$ cat src/rtl/chop_pkg.sv
package chop_pkg;
  typedef enum logic [1:0] {
    BR_CHARGE = 2'd0,
    BR_SLOW   = 2'd1,
    BR_FAST   = 2'd2
  } bridge_e;

  typedef enum logic [1:0] {
    DK_SLOW      = 2'd0,
    DK_MIX_LATE  = 2'd1,
    DK_MIX_EARLY = 2'd2,
    DK_FAST      = 2'd3
  } decay_e;

  function automatic bridge_e pick_state(input logic tripped, input logic past_late,
                                         input logic past_early, input decay_e mode);
    if (!tripped) return BR_CHARGE;
    case (mode)
      DK_SLOW:      return BR_SLOW;
      DK_MIX_LATE:  return past_late ? BR_FAST : BR_SLOW;
      DK_MIX_EARLY: return past_early ? BR_FAST : BR_SLOW;
      default:      return BR_FAST;
    endcase
  endfunction
endpackage

$ cat src/rtl/phase_restart.sv
module phase_restart #(
  parameter int RESET_TICKS = 2
) (
  input  logic clk,
  input  logic rst,
  input  logic phase,
  input  logic tick,
  output logic edge_o,
  output logic hold_o,
  output logic release_o
);
  localparam int HW = $clog2(RESET_TICKS + 1);

  logic          phase_q;
  logic [HW-1:0] hold_cnt;

  assign edge_o    = phase ^ phase_q;
  assign hold_o    = (hold_cnt != '0);
  assign release_o = tick && !edge_o && (hold_cnt == HW'(1));

  always_ff @(posedge clk) begin
    if (rst) begin
      phase_q  <= 1'b0;
      hold_cnt <= HW'(RESET_TICKS);
    end else begin
      phase_q <= phase;
      if (edge_o) hold_cnt <= HW'(RESET_TICKS);
      else if (tick && hold_o) hold_cnt <= hold_cnt - HW'(1);
    end
  end

  a_r5_hold_bound: assert property (@(posedge clk) disable iff (rst)
    hold_cnt <= HW'(RESET_TICKS));
  a_r5_edge_restarts: assert property (@(posedge clk) disable iff (rst)
    edge_o |=> hold_cnt == HW'(RESET_TICKS));
endmodule

$ cat src/rtl/period_timer.sv
module period_timer #(
  parameter int PERIOD_TICKS = 16,
  parameter int BLANK_W      = 3
) (
  input  logic                             clk,
  input  logic                             rst,
  input  logic                             edge_i,
  input  logic                             tick,
  input  logic                             hold,
  input  logic                             release_i,
  input  logic [BLANK_W-1:0]               blank_code,
  output logic [$clog2(PERIOD_TICKS)-1:0]  pos_o,
  output logic                             wrap_o,
  output logic                             blank_busy_o
);
  localparam int POS_W = $clog2(PERIOD_TICKS);
  localparam int BL_W  = BLANK_W + 1;
  localparam logic [POS_W-1:0] LAST = POS_W'(PERIOD_TICKS - 1);

  logic [POS_W-1:0] pos;
  logic [BL_W-1:0]  blank_left;
  logic [BL_W-1:0]  blank_load;

  assign blank_load   = BL_W'(blank_code) + BL_W'(1);
  assign wrap_o       = tick && !edge_i && !hold && (pos == LAST);
  assign blank_busy_o = (blank_left != '0);
  assign pos_o        = pos;

  always_ff @(posedge clk) begin
    if (rst || edge_i) begin
      pos        <= '0;
      blank_left <= '0;
    end else if (tick) begin
      if (hold) begin
        if (release_i) blank_load_apply: blank_left <= blank_load;
      end else if (pos == LAST) begin
        pos        <= '0;
        blank_left <= blank_load;
      end else begin
        pos <= pos + POS_W'(1);
        if (blank_busy_o) blank_left <= blank_left - BL_W'(1);
      end
    end
  end

  a_r4_blank_bound: assert property (@(posedge clk) disable iff (rst)
    blank_left <= BL_W'(2 ** BLANK_W));
  a_r3_wrap_reload: assert property (@(posedge clk) disable iff (rst)
    wrap_o |=> (pos == '0) && blank_busy_o);
  a_r5_pos_held: assert property (@(posedge clk) disable iff (rst)
    hold |=> pos == '0);
endmodule

$ cat src/rtl/decay_ctrl.sv
module decay_ctrl
  import chop_pkg::*;
#(
  parameter int POS_W      = 4,
  parameter int LATE_POINT = 10,
  parameter int EARLY_POINT = 4
) (
  input  logic             clk,
  input  logic             rst,
  input  logic             edge_i,
  input  logic             wrap,
  input  logic             masked,
  input  logic             trip,
  input  logic [POS_W-1:0] pos,
  input  logic [1:0]       decay_code,
  output logic [1:0]       bridge_o
);
  logic    tripped;
  bridge_e state_q;

  always_ff @(posedge clk) begin
    if (rst) begin
      tripped <= 1'b0;
      state_q <= BR_CHARGE;
    end else begin
      state_q <= pick_state(tripped, pos >= POS_W'(LATE_POINT),
                            pos >= POS_W'(EARLY_POINT), decay_e'(decay_code));
      if (edge_i || wrap) tripped <= 1'b0;
      else if (trip && !masked) tripped <= 1'b1;
    end
  end

  assign bridge_o = state_q;

  a_r2_code_legal: assert property (@(posedge clk) disable iff (rst)
    bridge_o != 2'd3);
  a_r7_masked_ignored: assert property (@(posedge clk) disable iff (rst)
    (!tripped && masked) |=> !tripped);
  a_r6_decay_holds: assert property (@(posedge clk) disable iff (rst)
    (tripped && !wrap && !edge_i) |=> tripped);
  a_r3_wrap_clears: assert property (@(posedge clk) disable iff (rst)
    wrap |=> !tripped);
endmodule

$ cat src/rtl/chop_blank_timer.sv
module chop_blank_timer #(
  parameter int PERIOD_TICKS = 16,
  parameter int BLANK_W      = 3,
  parameter int RESET_TICKS  = 2,
  parameter int LATE_POINT   = 10,
  parameter int EARLY_POINT  = 4
) (
  input  logic               clk,
  input  logic               rst,
  input  logic               fcr_tick,
  input  logic               trip,
  input  logic               phase,
  input  logic [BLANK_W-1:0] blank_code,
  input  logic [1:0]         decay_code,
  output logic [1:0]         bridge_state
);
  localparam int POS_W = $clog2(PERIOD_TICKS);

  logic             edge_w, hold_w, release_w, wrap_w, blank_busy_w, masked_w;
  logic [POS_W-1:0] pos_w;

  phase_restart #(.RESET_TICKS(RESET_TICKS)) u_restart (
    .clk(clk), .rst(rst), .phase(phase), .tick(fcr_tick),
    .edge_o(edge_w), .hold_o(hold_w), .release_o(release_w)
  );

  period_timer #(.PERIOD_TICKS(PERIOD_TICKS), .BLANK_W(BLANK_W)) u_period (
    .clk(clk), .rst(rst), .edge_i(edge_w), .tick(fcr_tick), .hold(hold_w),
    .release_i(release_w), .blank_code(blank_code), .pos_o(pos_w),
    .wrap_o(wrap_w), .blank_busy_o(blank_busy_w)
  );

  assign masked_w = hold_w | blank_busy_w;

  decay_ctrl #(.POS_W(POS_W), .LATE_POINT(LATE_POINT), .EARLY_POINT(EARLY_POINT)) u_decay (
    .clk(clk), .rst(rst), .edge_i(edge_w), .wrap(wrap_w), .masked(masked_w),
    .trip(trip), .pos(pos_w), .decay_code(decay_code), .bridge_o(bridge_state)
  );

  a_r1_reset_charge: assert property (@(posedge clk)
    $past(rst) |-> bridge_state == 2'd0);
endmodule

$ cat config.mk
export PLATFORM = sky130hd
export DESIGN_NAME = chop_blank_timer
export DESIGN_NICKNAME = d
export VERILOG_FILES = /design/src/rtl/chop_pkg.sv /design/src/rtl/phase_restart.sv /design/src/rtl/period_timer.sv /design/src/rtl/decay_ctrl.sv /design/src/rtl/chop_blank_timer.sv
export SDC_FILE = /design/constraint.sdc
export NUM_CORES = 1
export LEC_CHECK = 0
export ABC_CLOCK_PERIOD_IN_PS = 2350
export BUFFER_PORTS_ARGS = -buffer_cell sky130_fd_sc_hd__buf_2
export CAP_MARGIN = 20
export CORE_ASPECT_RATIO = 1.2
export CORE_MARGIN = 3
export CORE_UTILIZATION = 40
export CTS_BUF_LIST = sky130_fd_sc_hd__clkbuf_4
export DETAILED_ROUTE_END_ITERATION = 12
export GPL_TIMING_DRIVEN = 1
export MAX_ROUTING_LAYER = met4
export SLEW_MARGIN = 20
export SYNTH_ARGS = -nofsm -noshare
export SYNTH_HDL_FRONTEND = slang
export SYNTH_SLANG_ARGS = --single-unit
export TNS_END_PERCENT = 10
$ cat constraint.sdc
create_clock -name clk -period 2.35 [get_ports clk]
set_clock_uncertainty 0.1 [all_clocks]
set_input_delay 0.235 -clock clk [delete_from_list [all_inputs] [get_ports clk]]
set_output_delay 0.235 -clock clk [all_outputs]
set_load 0.005 [all_outputs]
# Word level (Yosys, flattened, before mapping)
# Cells that the tools add are included.
# word_totals
regBits	14
input_bits	10
out_inout_bits	2
word_cells	51
# op_classes
n_addsub	4
magnitude_cmp	2
n_eq_ne	5
muxes	12
bitwise_logic	3
reduce_logical	19
# ops
cell	n
two-way mux 4 bit	5
two-way mux 2 bit	4
logical AND 1 bit	6
one-hot mux 2 bit (3 select lines)	1
adder 3 x 1 -> 4 bit, second input constant	1
adder 4 x 1 -> 4 bit, second input constant	1
equality test 2 x 1 -> 1 bit, second input constant	2
equality test 4 bit, second input constant	1
greater-or-equal comparator 4 x 3 -> 1 bit, second input constant	1
greater-or-equal comparator 4 bit, second input constant	1
nonzero test 4 bit	1
OR reduction 2 bit	2
subtractor 4 x 1 -> 4 bit, second input constant	1
zero test 1 bit	3
AND reduction 3 bit	1
nonzero test 3 bit	1
equality test 2 bit, second input constant	1
zero test 2 bit	1
logical OR 1 bit	2
two-way mux 1 bit	2
!= test 2 x 1 -> 1 bit, second input constant	1
AND reduction 2 bit	1
nonzero test 2 bit	1
subtractor 2 x 1 -> 2 bit, second input constant	1
3 further kinds	3

# Longest topological paths before layout
# depth
depth_word	7
ltp_mapped	8
depth_no_buf	6

# Cells and area by module
# A second synthesis with hierarchy kept.
# unflattened
cells_unflattened	95
area_unflattened_um2	867.1
# modules_own_cells
module	n_inst	cells_each	area_each_um2	seq_area_each_um2
period_timer	1	61	534.3	160.2
phase_restart	1	18	176.4	60.1
decay_ctrl	1	15	150.1	60.1
chop_blank_timer	1	1	6.3	0.0

# Least setup slack after synthesis
# Ideal clock, no wire load.
# synth_path
path_type	reg-to-reg
startpoint	register u_restart.hold_cnt[0]
endpoint	register u_period.blank_left[2]
arrival_ns	1.443
slack_ns	0.677
path_stages_with_launch	8
path_buffers	1
period_less_slack_ns	1.673
path_cell_list	dfxtp_1 > inv_1 > ha_1 > buf_6 > and4bb_1 > a21bo_1 > o311ai_1 > o31ai_1
# synth_via
elab_chain_len	4
elab_cells_between_ends	7
# synth_rtl
element	line_no	text
from (decl)	phase_restart.sv:15	logic [HW-1:0] hold_cnt;
from (signal assigned)	phase_restart.sv:24	hold_cnt <= HW'(RESET_TICKS);
from (signal assigned)	phase_restart.sv:27	if (edge_o) hold_cnt <= HW'(RESET_TICKS);
from (signal assigned)	phase_restart.sv:28	else if (tick && hold_o) hold_cnt <= hold_cnt - HW'(1);
equality test 2 x 1 -> 1 bit	phase_restart.sv:19	assign release_o = tick && !edge_o && (hold_cnt == HW'(1));
logical AND 1 bit	phase_restart.sv:19	
!= test 2 x 1 -> 1 bit (no line)	--	
AND reduction 3 bit (no line)	--	
to (signal assigned)	period_timer.sv:35	if (release_i) blank_load_apply: blank_left <= blank_load;
to (signal assigned)	period_timer.sv:38	blank_left <= blank_load;
to (signal assigned)	period_timer.sv:41	if (blank_busy_o) blank_left <= blank_left - BL_W'(1);
to (decl)	period_timer.sv:21	logic [BL_W-1:0] blank_left;
# Several ways; a longest one is shown, not always the timed one.
# A chain may end at the register's enable or synchronous reset.

# Worst setup path after layout
# Ends and elaborated chain as after synthesis.

==> results.md <==
* Flops & latches, synth at 14
* RR Endpoint: u_period.blank_left[2]
* Total Nets Final at 125
* Leakage power at between 0.3 and 0.4 nW
* Worst-Skew Late Latency at 0.26 ns
* DRC viols at 0
* GRT Util Overall at between 10% and 20%
* Largest cells by area after synthesis: dfxtp_1 (34%), ha_1 (11%), a21oi_1 (4.2%), nor2_1 (4.1%), inv_1 (3.2%)
* Kind of critical path: reg -> reg
* Global-route wire length before repair at 2900 microns
* VDD IR-drop max at between 0.0002 and 0.00025 V
* Yosys top cell area share at 33.8%
* Measured slew at the worst slew-check pin at just under 0.4 ns
* Postcts setup bufs at 0
* GRT busiest layer: met1
* TritonCTS Sinks at 14
* Tmin final at 1.84 ns
* Area delta synth->final at 8.31%
* Crit Path Max Fanout at 9
* Initial Util at 43.8%
* Iteration-0 DRC Markers at 13
* Dominant cell type by area after synthesis: dfxtp_1
* Synth Cell Area at just over 800 sq um
* Final Cell Area at between 800 and 900 sq um
* Min-Delay Endpoint: u_restart.phase_q
* Worst R2R Start: u_restart.hold_cnt[0]
* Vias at 700
* Met1 Use GR at about a fifth
* Area of placed instances at between 800 and 900 sq um
* Hold buffers post-CTS at 0
* Fin. max-slew vios at 0
* Seq/Total Area, Yosys at 33.8%
* Max-cap viol count at 0
* Critical path arrival at 1.88 ns
* Setup TNS at 0 ns
* RSZ-0062 raised after global routing: false
* CTS root buffer: clkbuf_4
* PortBufs at 11
* Syn nets at 113
* Count of final hold-check violations at 0
* Hold depth at 2
* DP HPWL at approximately 1200 microns
* Post-route ant nets at 0
* Crit. End Element: register
* Critical path launch point type: register
* Std-Cell Rows at 17
* Critical Path RT at between 2 and 2.5 ns
* Reg2Reg Depth at 6
* Vias in the first global route at between 600 and 700
* Crit-path max cell delay at between 0.3 and 0.4 ns
* Post-CTS sizing at 0
* Antenna violations before repair at 0
* Post-Route WL at roughly 1600 microns
* Die Y at approximately 56 microns
* Yosys warning total at 0
* Wire length per cell at around 13 microns
* CP Cell Sequence: inv_1, ha_1, and4bb_1, a21bo_1, o311ai_1, o31ai_1
* GP Congestion at ~0.93
* M2 GR Usage at between 20 and 25%
* Largest delay share family, worst path: compound AO/OA/AOI/OAI gates
* Die width at about 48 microns
* Status: completed
* CTS tree: built
* Power per cell area at 502 mW/mm^2
* Cts bufs inserted at 3
* H-tree levels at 1
* # diodes at 0
* Total gr overflow at 0
* # fillers at roughly 190
* Cell variety after synth at 37
* Fmax at between 0.5 and 0.6 GHz
* Total die area at approximately 0.0027 sq mm
* Core Region at 0.00189 sq mm
* Share of cells above drive strength 1 at between 15 and 20%
* GR Util met3 at around 1.9%
* Reg2Reg Setup Slack at 0.51 ns
* Largest net degree at the start of global routing at 11
* Synthesized area per cell at about 8.6 sq um
* Vias/cell at 5.60
* Period utilisation layout at 78.4%
* Clock-pin slew on the worst setup and hold paths at roughly 0.080 ns
* Slowest cell on the critical path: dfxtp_1
* Io pins at 12
* Final setup fails at 0
* Hold Startpoint: rst
* Min-Delay Path Class: in -> reg
* Slew headroom at between 70 and 80%
* Cell count after synthesis at 96
* Clock buffer depth at 2
* Drt pass-1 iters at 4
* CP Buf/Inv Count at 1
[final cells by class]
cell class              count  area (sq um)  area share, %
flip-flops and latches     14           280           31.2
clock buffers               3          22.5           2.51
inverters                   7          26.3           2.93
multi-input cells          71           489           54.5
repair buffers             11          55.1           6.14
well taps                  19          23.8           2.65
[power by group]
part	switching [mW]	leakage [nW]	internal [mW]
clock network	0.0693	0.0138	0.0591
registers	0.00349	0.113	0.243
logic	0.0433	0.234	0.0327
[state kept, by name, indices dropped and copies added, names as in the netlist]
signal	count
u_decay.tripped	1
u_restart.hold_cnt	2
u_period.blank_left	4
u_decay.bridge_o	2
u_restart.phase_q	1
u_period.pos_o	4
[worst reg2reg max path: cells and delay by family (launching register included)]
family / cells / cell delay [ns]
buffers and inverters: 1 / 0.07
AOI/OAI and AO/OA: 3 / 0.65
DFF: 1 / 0.34
adders and majority gates: 1 / 0.29
and+or+nand+nor: 1 / 0.28
[metal layers]
layer  part of all wire [%]  vias up  wire [microns]
li1                       -      364               -
met1                     50      320             824
met2                     44       14             725
met3                    3.9        2              63
met4                    1.2        0              19
met5                      0        -               0
[synthesized netlist by cell type]
cell and n:
xor2_1 1, or3_1 1, o31ai_1 2, a211oi_1 3
xnor2_1 3, o211ai_1 1, buf_6 2, nor3_1 3
a221oi_1 1, ha_1 7, dfxtp_1 14, nor2_1 9
nor4_1 1, inv_1 7, a21bo_1 1, nand2_1 6
a41oi_1 1, nand2b_1 1, a311oi_1 1, nand2_2 1
o21a_1 2, nand3_2 1, a21o_1 1, buf_2 2
o311ai_1 2, and2_4 1, and4bb_1 1, nor4b_1 1
a21boi_1 1, a21oi_1 7, o21ai_0 2, o32a_1 1
nand3_1 3, or2b_1 1, o21ai_1 1, nor2b_1 2
and3_1 1
[worst max-delay path by stage]
stage / from / endpoint / depth (start not counted)
6_report: u_restart.hold_cnt[0] / u_period.blank_left[2] / 6
5_1_grt: u_restart.hold_cnt[0] / u_period.blank_left[2] / 6
4_1_cts: u_restart.hold_cnt[0] / u_period.blank_left[2] / 6
3_5_place_dp: u_restart.hold_cnt[0] / u_period.blank_left[2] / 6
3_3_place_gp: u_restart.hold_cnt[0] / u_period.blank_left[1] / 6
2_1_floorplan: u_restart.hold_cnt[0] / u_period.blank_left[2] / 7
[stage by stage]
stage | power, mW | instances | setup WS [ns] | util, % | hold slack (ns)
finish | 0.451 | 125 | 0.508 | 47.4 | 0.0523
global route | 0.480 | 125 | 0.296 | 47.4 | 0.0600
detailed placement | 0.326 | 122 | 0.568 | 46.2 | 0.338
CTS | 0.456 | 125 | 0.511 | 47.4 | 0.0472
floorplan | 0.309 | 96 | 0.677 | - | 0.207
global placement | 0.327 | 122 | 0.621 | 46.2 | 0.335
[logic make-up after synthesis]
| group | Yosys count | synth area share (%) |
|---|---|---|
| and+or+nand+nor | 33 | 21.5 |
| AOI/OAI and AO/OA | 27 | 22.8 |
| DFF | 14 | 33.8 |
| buffers and inverters | 11 | 7.10 |
| adders and majority gates | 7 | 10.6 |
| xor gates and xnor gates | 4 | 4.23 |
[cell usage in the layout (no fill, tap or decap), types with 6 or more instances in the layout]
cell / synthesis / routed
ha_1: 7 / 7
nor2_1: 9 / 9
buf_2: 2 / 11
nand2_1: 6 / 6
a21oi_1: 7 / 7
inv_1: 7 / 7
dfxtp_1: 14 / 14
(Power assumes the default switching activity.)
